===== src/rtl/ffc_pkg.sv =====
package ffc_pkg;

    typedef enum logic {
        ST_IDLE = 1'b0,
        ST_RUN  = 1'b1
    } ffc_state_e;

    // bit positions inside a condition field
    localparam int unsigned CF_LT = 2;
    localparam int unsigned CF_GT = 1;
    localparam int unsigned CF_EQ = 0;
    localparam int unsigned CF_W  = 3;

    // selector codes
    localparam logic [1:0] SEL_LT = 2'd0;
    localparam logic [1:0] SEL_GT = 2'd1;

endpackage


===== src/rtl/ffc_regfile.sv =====
module ffc_regfile #(
    parameter int unsigned XLEN = 16,
    parameter int unsigned NREG = 16,
    parameter int unsigned NCR  = 8,
    localparam int unsigned RAW = $clog2(NREG),
    localparam int unsigned CAW = $clog2(NCR)
) (
    input  logic                 clk,
    input  logic                 rst_n,
    input  logic                 gpr_we,
    input  logic [RAW-1:0]       gpr_waddr,
    input  logic [XLEN-1:0]      gpr_wdata,
    input  logic [RAW-1:0]       gpr_raddr,
    output logic [XLEN-1:0]      gpr_rdata,
    input  logic                 cr_we,
    input  logic [CAW-1:0]       cr_waddr,
    input  logic [ffc_pkg::CF_W-1:0] cr_wdata,
    input  logic [CAW-1:0]       cr_raddr,
    output logic [ffc_pkg::CF_W-1:0] cr_rdata
);
    logic [XLEN-1:0]          gpr_q [NREG];
    logic [ffc_pkg::CF_W-1:0] cr_q  [NCR];

    always_ff @(posedge clk) begin
        if (!rst_n) begin
            for (int k = 0; k < NREG; k++) gpr_q[k] <= '0;
        end else if (gpr_we) begin
            gpr_q[gpr_waddr] <= gpr_wdata;
        end
    end

    always_ff @(posedge clk) begin
        if (!rst_n) begin
            for (int k = 0; k < NCR; k++) cr_q[k] <= '0;
        end else if (cr_we) begin
            cr_q[cr_waddr] <= cr_wdata;
        end
    end

    assign gpr_rdata = gpr_q[gpr_raddr];
    assign cr_rdata  = cr_q[cr_raddr];
endmodule


===== src/rtl/ffc_eval.sv =====
module ffc_eval #(
    parameter int unsigned XLEN = 16,
    parameter int unsigned IMMW = 8
) (
    input  logic [XLEN-1:0]          src_val,
    input  logic [IMMW-1:0]          imm,
    input  logic [1:0]               sel,
    input  logic                     sense,
    output logic [ffc_pkg::CF_W-1:0] cfield,
    output logic                     pass
);
    import ffc_pkg::*;

    logic [XLEN-1:0] imm_ext;
    logic            pick;

    generate
        if (XLEN > IMMW) begin : g_ext
            assign imm_ext = {{(XLEN-IMMW){imm[IMMW-1]}}, imm};
        end else begin : g_trunc
            assign imm_ext = imm[XLEN-1:0];
        end
    endgenerate

    always_comb begin
        cfield        = '0;
        cfield[CF_LT] = $signed(src_val) <  $signed(imm_ext);
        cfield[CF_GT] = $signed(src_val) >  $signed(imm_ext);
        cfield[CF_EQ] = src_val == imm_ext;
        case (sel)
            SEL_LT:  pick = cfield[CF_LT];
            SEL_GT:  pick = cfield[CF_GT];
            default: pick = cfield[CF_EQ];
        endcase
        pass = sense ? pick : !pick;
    end
endmodule


===== src/rtl/ffc_walker.sv =====
module ffc_walker #(
    parameter int unsigned XLEN = 16,
    parameter int unsigned NREG = 16,
    parameter int unsigned NCR  = 8,
    parameter int unsigned IMMW = 8,
    parameter int unsigned VLW  = 5,
    localparam int unsigned RAW = $clog2(NREG),
    localparam int unsigned CAW = $clog2(NCR)
) (
    input  logic             clk,
    input  logic             rst_n,
    input  logic             start,
    input  logic [VLW-1:0]   cfg_vl,
    input  logic [RAW-1:0]   cfg_src_base,
    input  logic             cfg_src_vec,
    input  logic [CAW-1:0]   cfg_dst_base,
    input  logic             cfg_dst_vec,
    input  logic [IMMW-1:0]  cfg_imm,
    input  logic [1:0]       cfg_sel,
    input  logic             cfg_sense,
    input  logic             cfg_excl,
    input  logic             gpr_we,
    input  logic [RAW-1:0]   gpr_waddr,
    input  logic [XLEN-1:0]  gpr_wdata,
    input  logic [CAW-1:0]   cr_raddr,
    output logic [2:0]       cr_rdata,
    output logic             busy,
    output logic             done,
    output logic [VLW-1:0]   vl_out,
    output logic             truncated
);
    import ffc_pkg::*;

    typedef struct packed {
        ffc_state_e     state;
        logic [VLW-1:0] idx;
        logic [VLW-1:0] vl;
        logic [RAW-1:0] src_ptr;
        logic [CAW-1:0] dst_ptr;
        logic           src_vec;
        logic           dst_vec;
        logic [IMMW-1:0] imm;
        logic [1:0]     sel;
        logic           sense;
        logic           excl;
        logic           done;
        logic [VLW-1:0] vl_res;
        logic           trunc;
    } walk_t;

    walk_t walk_d, walk_q;

    logic [XLEN-1:0]  src_val;
    logic [CF_W-1:0]  cfield;
    logic             elem_pass;
    logic             cr_we;

    // observation signals for the bound checker
    logic [VLW-1:0]   obs_idx;
    logic [VLW-1:0]   obs_vl;
    logic [RAW-1:0]   obs_src_ptr;
    logic [CAW-1:0]   obs_dst_ptr;
    logic             obs_src_vec;
    logic             obs_dst_vec;
    logic             obs_excl;

    ffc_regfile #(
        .XLEN (XLEN),
        .NREG (NREG),
        .NCR  (NCR)
    ) u_rf (
        .clk       (clk),
        .rst_n     (rst_n),
        .gpr_we    (gpr_we),
        .gpr_waddr (gpr_waddr),
        .gpr_wdata (gpr_wdata),
        .gpr_raddr (walk_q.src_ptr),
        .gpr_rdata (src_val),
        .cr_we     (cr_we),
        .cr_waddr  (walk_q.dst_ptr),
        .cr_wdata  (cfield),
        .cr_raddr  (cr_raddr),
        .cr_rdata  (cr_rdata)
    );

    ffc_eval #(
        .XLEN (XLEN),
        .IMMW (IMMW)
    ) u_eval (
        .src_val (src_val),
        .imm     (walk_q.imm),
        .sel     (walk_q.sel),
        .sense   (walk_q.sense),
        .cfield  (cfield),
        .pass    (elem_pass)
    );

    always_comb begin
        walk_d = walk_q;
        cr_we  = 1'b0;
        unique case (walk_q.state)
            ST_IDLE: begin
                if (start) begin
                    walk_d.idx     = '0;
                    walk_d.vl      = cfg_vl;
                    walk_d.src_ptr = cfg_src_base;
                    walk_d.dst_ptr = cfg_dst_base;
                    walk_d.src_vec = cfg_src_vec;
                    walk_d.dst_vec = cfg_dst_vec;
                    walk_d.imm     = cfg_imm;
                    walk_d.sel     = cfg_sel;
                    walk_d.sense   = cfg_sense;
                    walk_d.excl    = cfg_excl;
                    walk_d.trunc   = 1'b0;
                    walk_d.vl_res  = '0;
                    if (cfg_vl == '0) begin
                        walk_d.done  = 1'b1;
                    end else begin
                        walk_d.done  = 1'b0;
                        walk_d.state = ST_RUN;
                    end
                end
            end
            ST_RUN: begin
                if (elem_pass) begin
                    cr_we = 1'b1;
                    if (walk_q.idx == walk_q.vl - 1'b1) begin
                        walk_d.state  = ST_IDLE;
                        walk_d.done   = 1'b1;
                        walk_d.vl_res = walk_q.vl;
                    end else begin
                        walk_d.idx = walk_q.idx + 1'b1;
                        if (walk_q.src_vec) walk_d.src_ptr = walk_q.src_ptr + 1'b1;
                        if (walk_q.dst_vec) walk_d.dst_ptr = walk_q.dst_ptr + 1'b1;
                    end
                end else begin
                    cr_we         = !walk_q.excl;
                    walk_d.state  = ST_IDLE;
                    walk_d.done   = 1'b1;
                    walk_d.trunc  = 1'b1;
                    walk_d.vl_res = walk_q.excl ? walk_q.idx : walk_q.idx + 1'b1;
                end
            end
            default: walk_d.state = ST_IDLE;
        endcase
    end

    always_ff @(posedge clk) begin
        if (!rst_n) begin
            walk_q <= '0;
        end else begin
            walk_q <= walk_d;
        end
    end

    assign busy      = walk_q.state == ST_RUN;
    assign done      = walk_q.done;
    assign vl_out    = walk_q.vl_res;
    assign truncated = walk_q.trunc;

    assign obs_idx     = walk_q.idx;
    assign obs_vl      = walk_q.vl;
    assign obs_src_ptr = walk_q.src_ptr;
    assign obs_dst_ptr = walk_q.dst_ptr;
    assign obs_src_vec = walk_q.src_vec;
    assign obs_dst_vec = walk_q.dst_vec;
    assign obs_excl    = walk_q.excl;
endmodule


===== config.mk =====
export PLATFORM = sky130hd
export DESIGN_NAME = ffc_walker
export DESIGN_NICKNAME = d
export VERILOG_FILES = /design/src/rtl/ffc_pkg.sv /design/src/rtl/ffc_regfile.sv /design/src/rtl/ffc_eval.sv /design/src/rtl/ffc_walker.sv
export SDC_FILE = /design/constraint.sdc
export NUM_CORES = 1
export LEC_CHECK = 0
export ABC_CLOCK_PERIOD_IN_PS = 6700
export BUFFER_PORTS_ARGS = -buffer_cell sky130_fd_sc_hd__buf_2
export CAP_MARGIN = 15
export CORE_ASPECT_RATIO = 0.5
export CORE_MARGIN = 2
export CORE_UTILIZATION = 55
export DETAILED_ROUTE_END_ITERATION = 8
export PLACE_DENSITY = 0.71
export SYNTH_ARGS = -nofsm -noshare
export SYNTH_HDL_FRONTEND = slang
export SYNTH_SLANG_ARGS = --single-unit

===== constraint.sdc =====
create_clock -name clk -period 6.7 [get_ports clk]
set_input_delay 1.34 -clock clk [delete_from_list [all_inputs] [get_ports clk]]
set_output_delay 1.34 -clock clk [all_outputs]
set_load 0.01 [all_outputs]

After elaboration in Yosys (flattened, before gate mapping)
Memory sizes are Yosys's and may differ from the RTL's. A register that Yosys moved wholly into a read port is not among the register bits.
Cells that the tools add are included.

cells by class
  add/sub/neg operators = 4
  $lt $le $gt $ge = 2
  equality and inequality tests = 10
  multiplexer cells = 37
  bitwise operators = 1
  reduce and logical (&&, ||, !) cells = 12

operators by type and width
  operator                                                                 number
  39-bit two-way mux                                                       1
  7-bit case mux with 2 select lines                                       2
  1-bit two-way mux                                                        17
  16-bit == test                                                           1
  16-bit by 8-bit greater-than comparator with 1-bit output                1
  16-bit by 8-bit < comparator with 1-bit output                           1
  16-bit two-way mux                                                       1
  4-bit two-way mux                                                        4
  16-bit OR reduction                                                      1
  5-bit two-way mux                                                        3
  7-bit two-way mux                                                        2
  6-bit two-way mux                                                        2
  6-bit case mux with 2 select lines                                       1
  2-bit inequality test, second input constant                             5
  3-bit two-way mux                                                        3
  4-bit AND reduction                                                      2
  2-bit AND reduction                                                      3
  5-bit by 1-bit adder with 5-bit output, second input constant            1
  5-bit == test                                                            1
  5-bit zero test                                                          1
  5-bit by 1-bit subtractor with 5-bit output, second input constant       1
  4-bit by 1-bit adder with 4-bit output, second input constant            1
  3-bit by 1-bit adder with 3-bit output, second input constant            1
  3-bit by 2-bit inequality test with 1-bit output, second input constant  1
  other kinds (8)                                                          9

storage, ports and cells
  flip-flop bits (word level) = 39
  memory bits (writable) = 280
  bits of input ports = 53
  output and inout bits = 11
  word-level logic and storage cells = 82
  memories = 2

memories
  memory      depth  width  read ports  clocked after memory_dff  write ports  RTL line           text
  u_rf.gpr_q  16     16     1           1                         16           ffc_regfile.sv:21  logic [XLEN-1:0] gpr_q [NREG];
  u_rf.cr_q   8      3      1           0                         8            ffc_regfile.sv:22  logic [ffc_pkg::CF_W-1:0] cr_q [NCR];

Depth between registers and ports, before layout
  depth after elaboration = 11
  depth in mapped cells = 16
  mapped depth without buffers = 13

By module
From an unflattened synthesis, not the netlist that was laid out.

unflattened totals
  cell total of the unflattened synthesis = 1127
  area, all modules = 15250.9 um2

modules (own cells, without submodules)
  module       instances  cells each  area an instance (um2)  seq. area each (um2)
  ffc_regfile  1          803         12689.7                 8408.1
  ffc_walker   1          251         2028.2                  780.7
  ffc_eval     1          73          533.0                   0.0

Least setup slack after synthesis
Ideal clock, no wire load.

  path kind = reg-to-reg
  start = register (tool-made name)
  end = memory u_rf.cr_q[0][0] (netlist name), enable pin
  arrival time = 4.939 ns
  required time = 6.326 ns
  setup slack = 1.387 ns
  stages on the path, launching flop included = 16
  cells stage by stage = dfxtp_1 -> clkbuf_1 -> buf_1 -> mux4_2 -> mux4_2 -> ha_1 -> a21o_1 -> a31oi_1 -> o31ai_1 -> a211o_2 -> or4_1 -> o2111a_4 -> xnor2_4 -> and2_4 -> buf_6 -> o41ai_1

RTL lines
  element           RTL line
  end: declaration  ffc_regfile.sv:22

==> impl_metrics.json <==
{
  "status": "complete, no violations",
  "p_sw_share_pct": 25.9,
  "p_sw_w": 0.00119,
  "fillers": 2006,
  "gr-total-overflow": 0,
  "worstPathArrival_ps": 5690,
  "p_comb_share_pct": 14.6,
  "p_int_w": 0.00339,
  "globalplace.congestion": 0.871,
  "synthDistinctLibCells": 57,
  "rows": 42,
  "fin_hold_ws_ps": 471,
  "grt_pass1_vias": 8935,
  "leakage_nw": 5.85,
  "chipWidth_um": 239,
  "syn_inst": 1080,
  "port_buffers": 63,
  "synth_seq_area_share_pct": 61.0,
  "postLayoutCoreUtil_pct": 62.5,
  "post-cts-setup-buffers": 0,
  "cap_violations": 0,
  "period_share_pct": 82.2,
  "critical_path.cell_chain": "buf_12, mux4_2, mux4_2, ha_1, nand4_1, nor4_2, nand2_1, nand4_1, mux2_1, o2111a_4, xnor2_4, and2_4, o41ai_1",
  "ant_nets": 0,
  "slowest_delay_ps": 710,
  "required_ps": 6890,
  "die_area_mm2": 0.0291,
  "cts_resized": 0,
  "p_clk_share_pct": 33.4,
  "fmax_ghz": 0.182,
  "drcViolationCount": 0,
  "dieHeight_um": 122,
  "synthesis.nets": 1153,
  "worstMarginPinSlew_ps": 1160,
  "grt_setup_unrepaired": "no",
  "fin_tns_setup_ps": 0,
  "synth_top_flop_cell": "edfxtp_1",
  "dp_slack_ps": 1220,
  "cp-start-kind": "flip-flop",
  "synth-warning-count": 0,
  "netlist.area_leader.share_pct": 55.3,
  "initial_utilization_pct": 56.7,
  "grt.total_usage_pct": 25.9,
  "synth.area.top_cells": "edfxtp_1, mux4_2, and2_1, dfxtp_1, nand2_1",
  "nets": 1202,
  "endpoint_kind": "flip-flop",
  "wl_per_cell_um": 24.1,
  "synth_edf_count": 280,
  "synth_area_per_cell_um2": 14.1,
  "grt_start_max_net_pins": 49,
  "io_pins": 64,
  "maxSlewHeadroom_pct": 22.1,
  "drt_iter0_markers": 990,
  "drive_gt1_share_pct": 20.9,
  "hold_violations": 0,
  "fin_worst_skew_ps": 15.5,
  "fp.coreArea_mm2": 0.0268,
  "htree_levels": 1,
  "post-route-min-period_ps": 5510,
  "clock_sinks": 323,
  "area_delta_synth_final_pct": 10.3,
  "cts_hold_buf": 0,
  "syn-cell-area_mm2": 0.0152,
  "routed_wl_um": 36300,
  "vias": 9195,
  "dp_hpwl_um": 23500,
  "finalMaxSlewViolations": 0,
  "clk_pin_slew_worst_paths_ps": 70,
  "timing.final.ws_setup_ps": 1190,
  "routed_via_density": 6.11,
  "cts_tree": "yes",
  "first_pass_iters": 5,
  "clk_latency_ps": 560,
  "synth_top_cell_by_area": "edfxtp_1",
  "critPathSlowestCell": "dfxtp_2",
  "hold_class": "reg2reg",
  "cts_root_buf": "clkbuf_16",
  "antenna_found_initial": 3,
  "synth-async-reset-ratio_pct": 0,
  "critical_path_class": "reg2reg",
  "numCtsBuffers": 29,
  "ys_seq_elements": 323,
  "crit_fanout": 46,
  "clk_path_buf_depth": 3,
  "pwr-share-seq_pct": 52.0,
  "setup_viol": 0,
  "grt_pass1_wl_um": 55100,
  "ir_worst_vdd_mv": 0.157,
  "power_density_mw_per_mm2": 273
}
[power groups by stage]
stage | logic [W] | clock network (W) | registers [W]
3_3_place_gp | 0.000645 | 0 | 0.00242
5_1_grt | 0.000718 | 0.00162 | 0.00239
4_1_cts | 0.000662 | 0.00154 | 0.00238
6_report | 0.000668 | 0.00153 | 0.00238
3_5_place_dp | 0.000658 | 0 | 0.00242
2_1_floorplan | 0.000486 | 0 | 0.00237
[cell type report]
| type | count | area [um^2] | area share (%) |
|---|---|---|---|
| inverters | 16 | 60.1 | 0.358 |
| clock inverters | 21 | 105 | 0.627 |
| well taps | 352 | 440 | 2.63 |
| repair buffers | 95 | 581 | 3.46 |
| multi-input cells | 664 | 5560 | 33.2 |
| clock buffers | 32 | 737 | 4.40 |
| flip-flops and latches | 323 | 9270 | 55.3 |
| diodes | 2 | 5.00 | 0.0299 |
[routing by layer]
metal	up-vias	global-route usage, %	part of all wire, %
met5	-	0	0
met4	0	5.51	1.4
met3	42	6.03	9.9
met2	418	39.1	45
met1	4654	38.9	44
li1	4081	-	-
[sequential cells by signal, indices dropped and copies added (netlist names), 3 cells and up, named ones only]
signal / flops
u_rf.gpr_q: 256
u_rf.cr_q: 24
walk_q: 11
obs_idx: 5
obs_vl: 5
vl_out: 5
obs_src_ptr: 4
obs_dst_ptr: 3
[worst max-delay path: cells and delay by family (launching register included)]
family	cells	cell delay [ps]
AND/OR/NAND/NOR	5	1530
multiplexers	3	990
AO/OA/AOI/OAI	2	930
flip-flops	1	710
adder cells (fa/ha/maj)	1	430
buffers and inverters	1	370
XOR/XNOR	1	160
[cells in the mapped netlist, types with 3 or more instances]
cell type	instances
edfxtp_1	280
and2_1	256
mux4_2	86
nand2_1	70
clkbuf_1	62
dfxtp_1	43
nor2_1	39
a21oi_1	28
ha_1	20
o21ai_0	18
nor3_1	17
inv_1	15
nand2b_1	14
nand3_1	13
buf_1	10
mux2i_1	9
xnor2_1	9
o31ai_1	8
nand4_1	7
a21o_1	6
mux2_2	6
nand4b_1	5
nor2b_1	5
o22ai_1	5
o211ai_1	4
a211oi_1	3
a31oi_1	3
or4_1	3
[metrics by stage]
stage,instances,power (W),area [um^2]
after floorplan,1080,0.00286,15200
after global placement,1448,0.00306,15900
after detailed placement,1448,0.00308,15900
after CTS,1501,0.00459,16700
after global routing,1505,0.00474,16800
final,1505,0.00458,16800
[path summary, 6_finish.rpt]
check	slack, ps	start	endpoint	depth (start not counted)
worst max register to register	1190	flip-flop	u_rf.cr_q[4][1]	13
worst min register to register	470	walk_q[15]	walk_q[15]	2
worst max-delay path	1190	flip-flop	u_rf.cr_q[4][1]	13
worst min-delay path	470	walk_q[15]	walk_q[15]	2
[cells in the final DEF, fill, tap and decap left out, drive strengths merged, types with 4 or more instances in the layout]
| master | count |
|---|---|
| a21o | 6 |
| a21oi | 28 |
| and2 | 257 |
| buf | 95 |
| clkbuf | 32 |
| clkinv | 18 |
| dfxtp | 43 |
| edfxtp | 280 |
| ha | 20 |
| inv | 16 |
| mux2 | 7 |
| mux2i | 10 |
| mux4 | 86 |
| nand2 | 70 |
| nand2b | 14 |
| nand3 | 13 |
| nand4 | 7 |
| nand4b | 5 |
| nor2 | 39 |
| nor2b | 5 |
| nor3 | 17 |
| o211ai | 4 |
| o21ai | 18 |
| o22ai | 5 |
| o31ai | 10 |
| xnor2 | 10 |
[cells by family after synthesis]
family | synth area share (%)
compound gates | 3.78
xor+xnor | 0.815
simple gates | 16.3
buf+inv | 2.46
fa+ha+maj | 1.65
flops | 61.0
mux | 14.0
(Power assumes the default switching activity.)
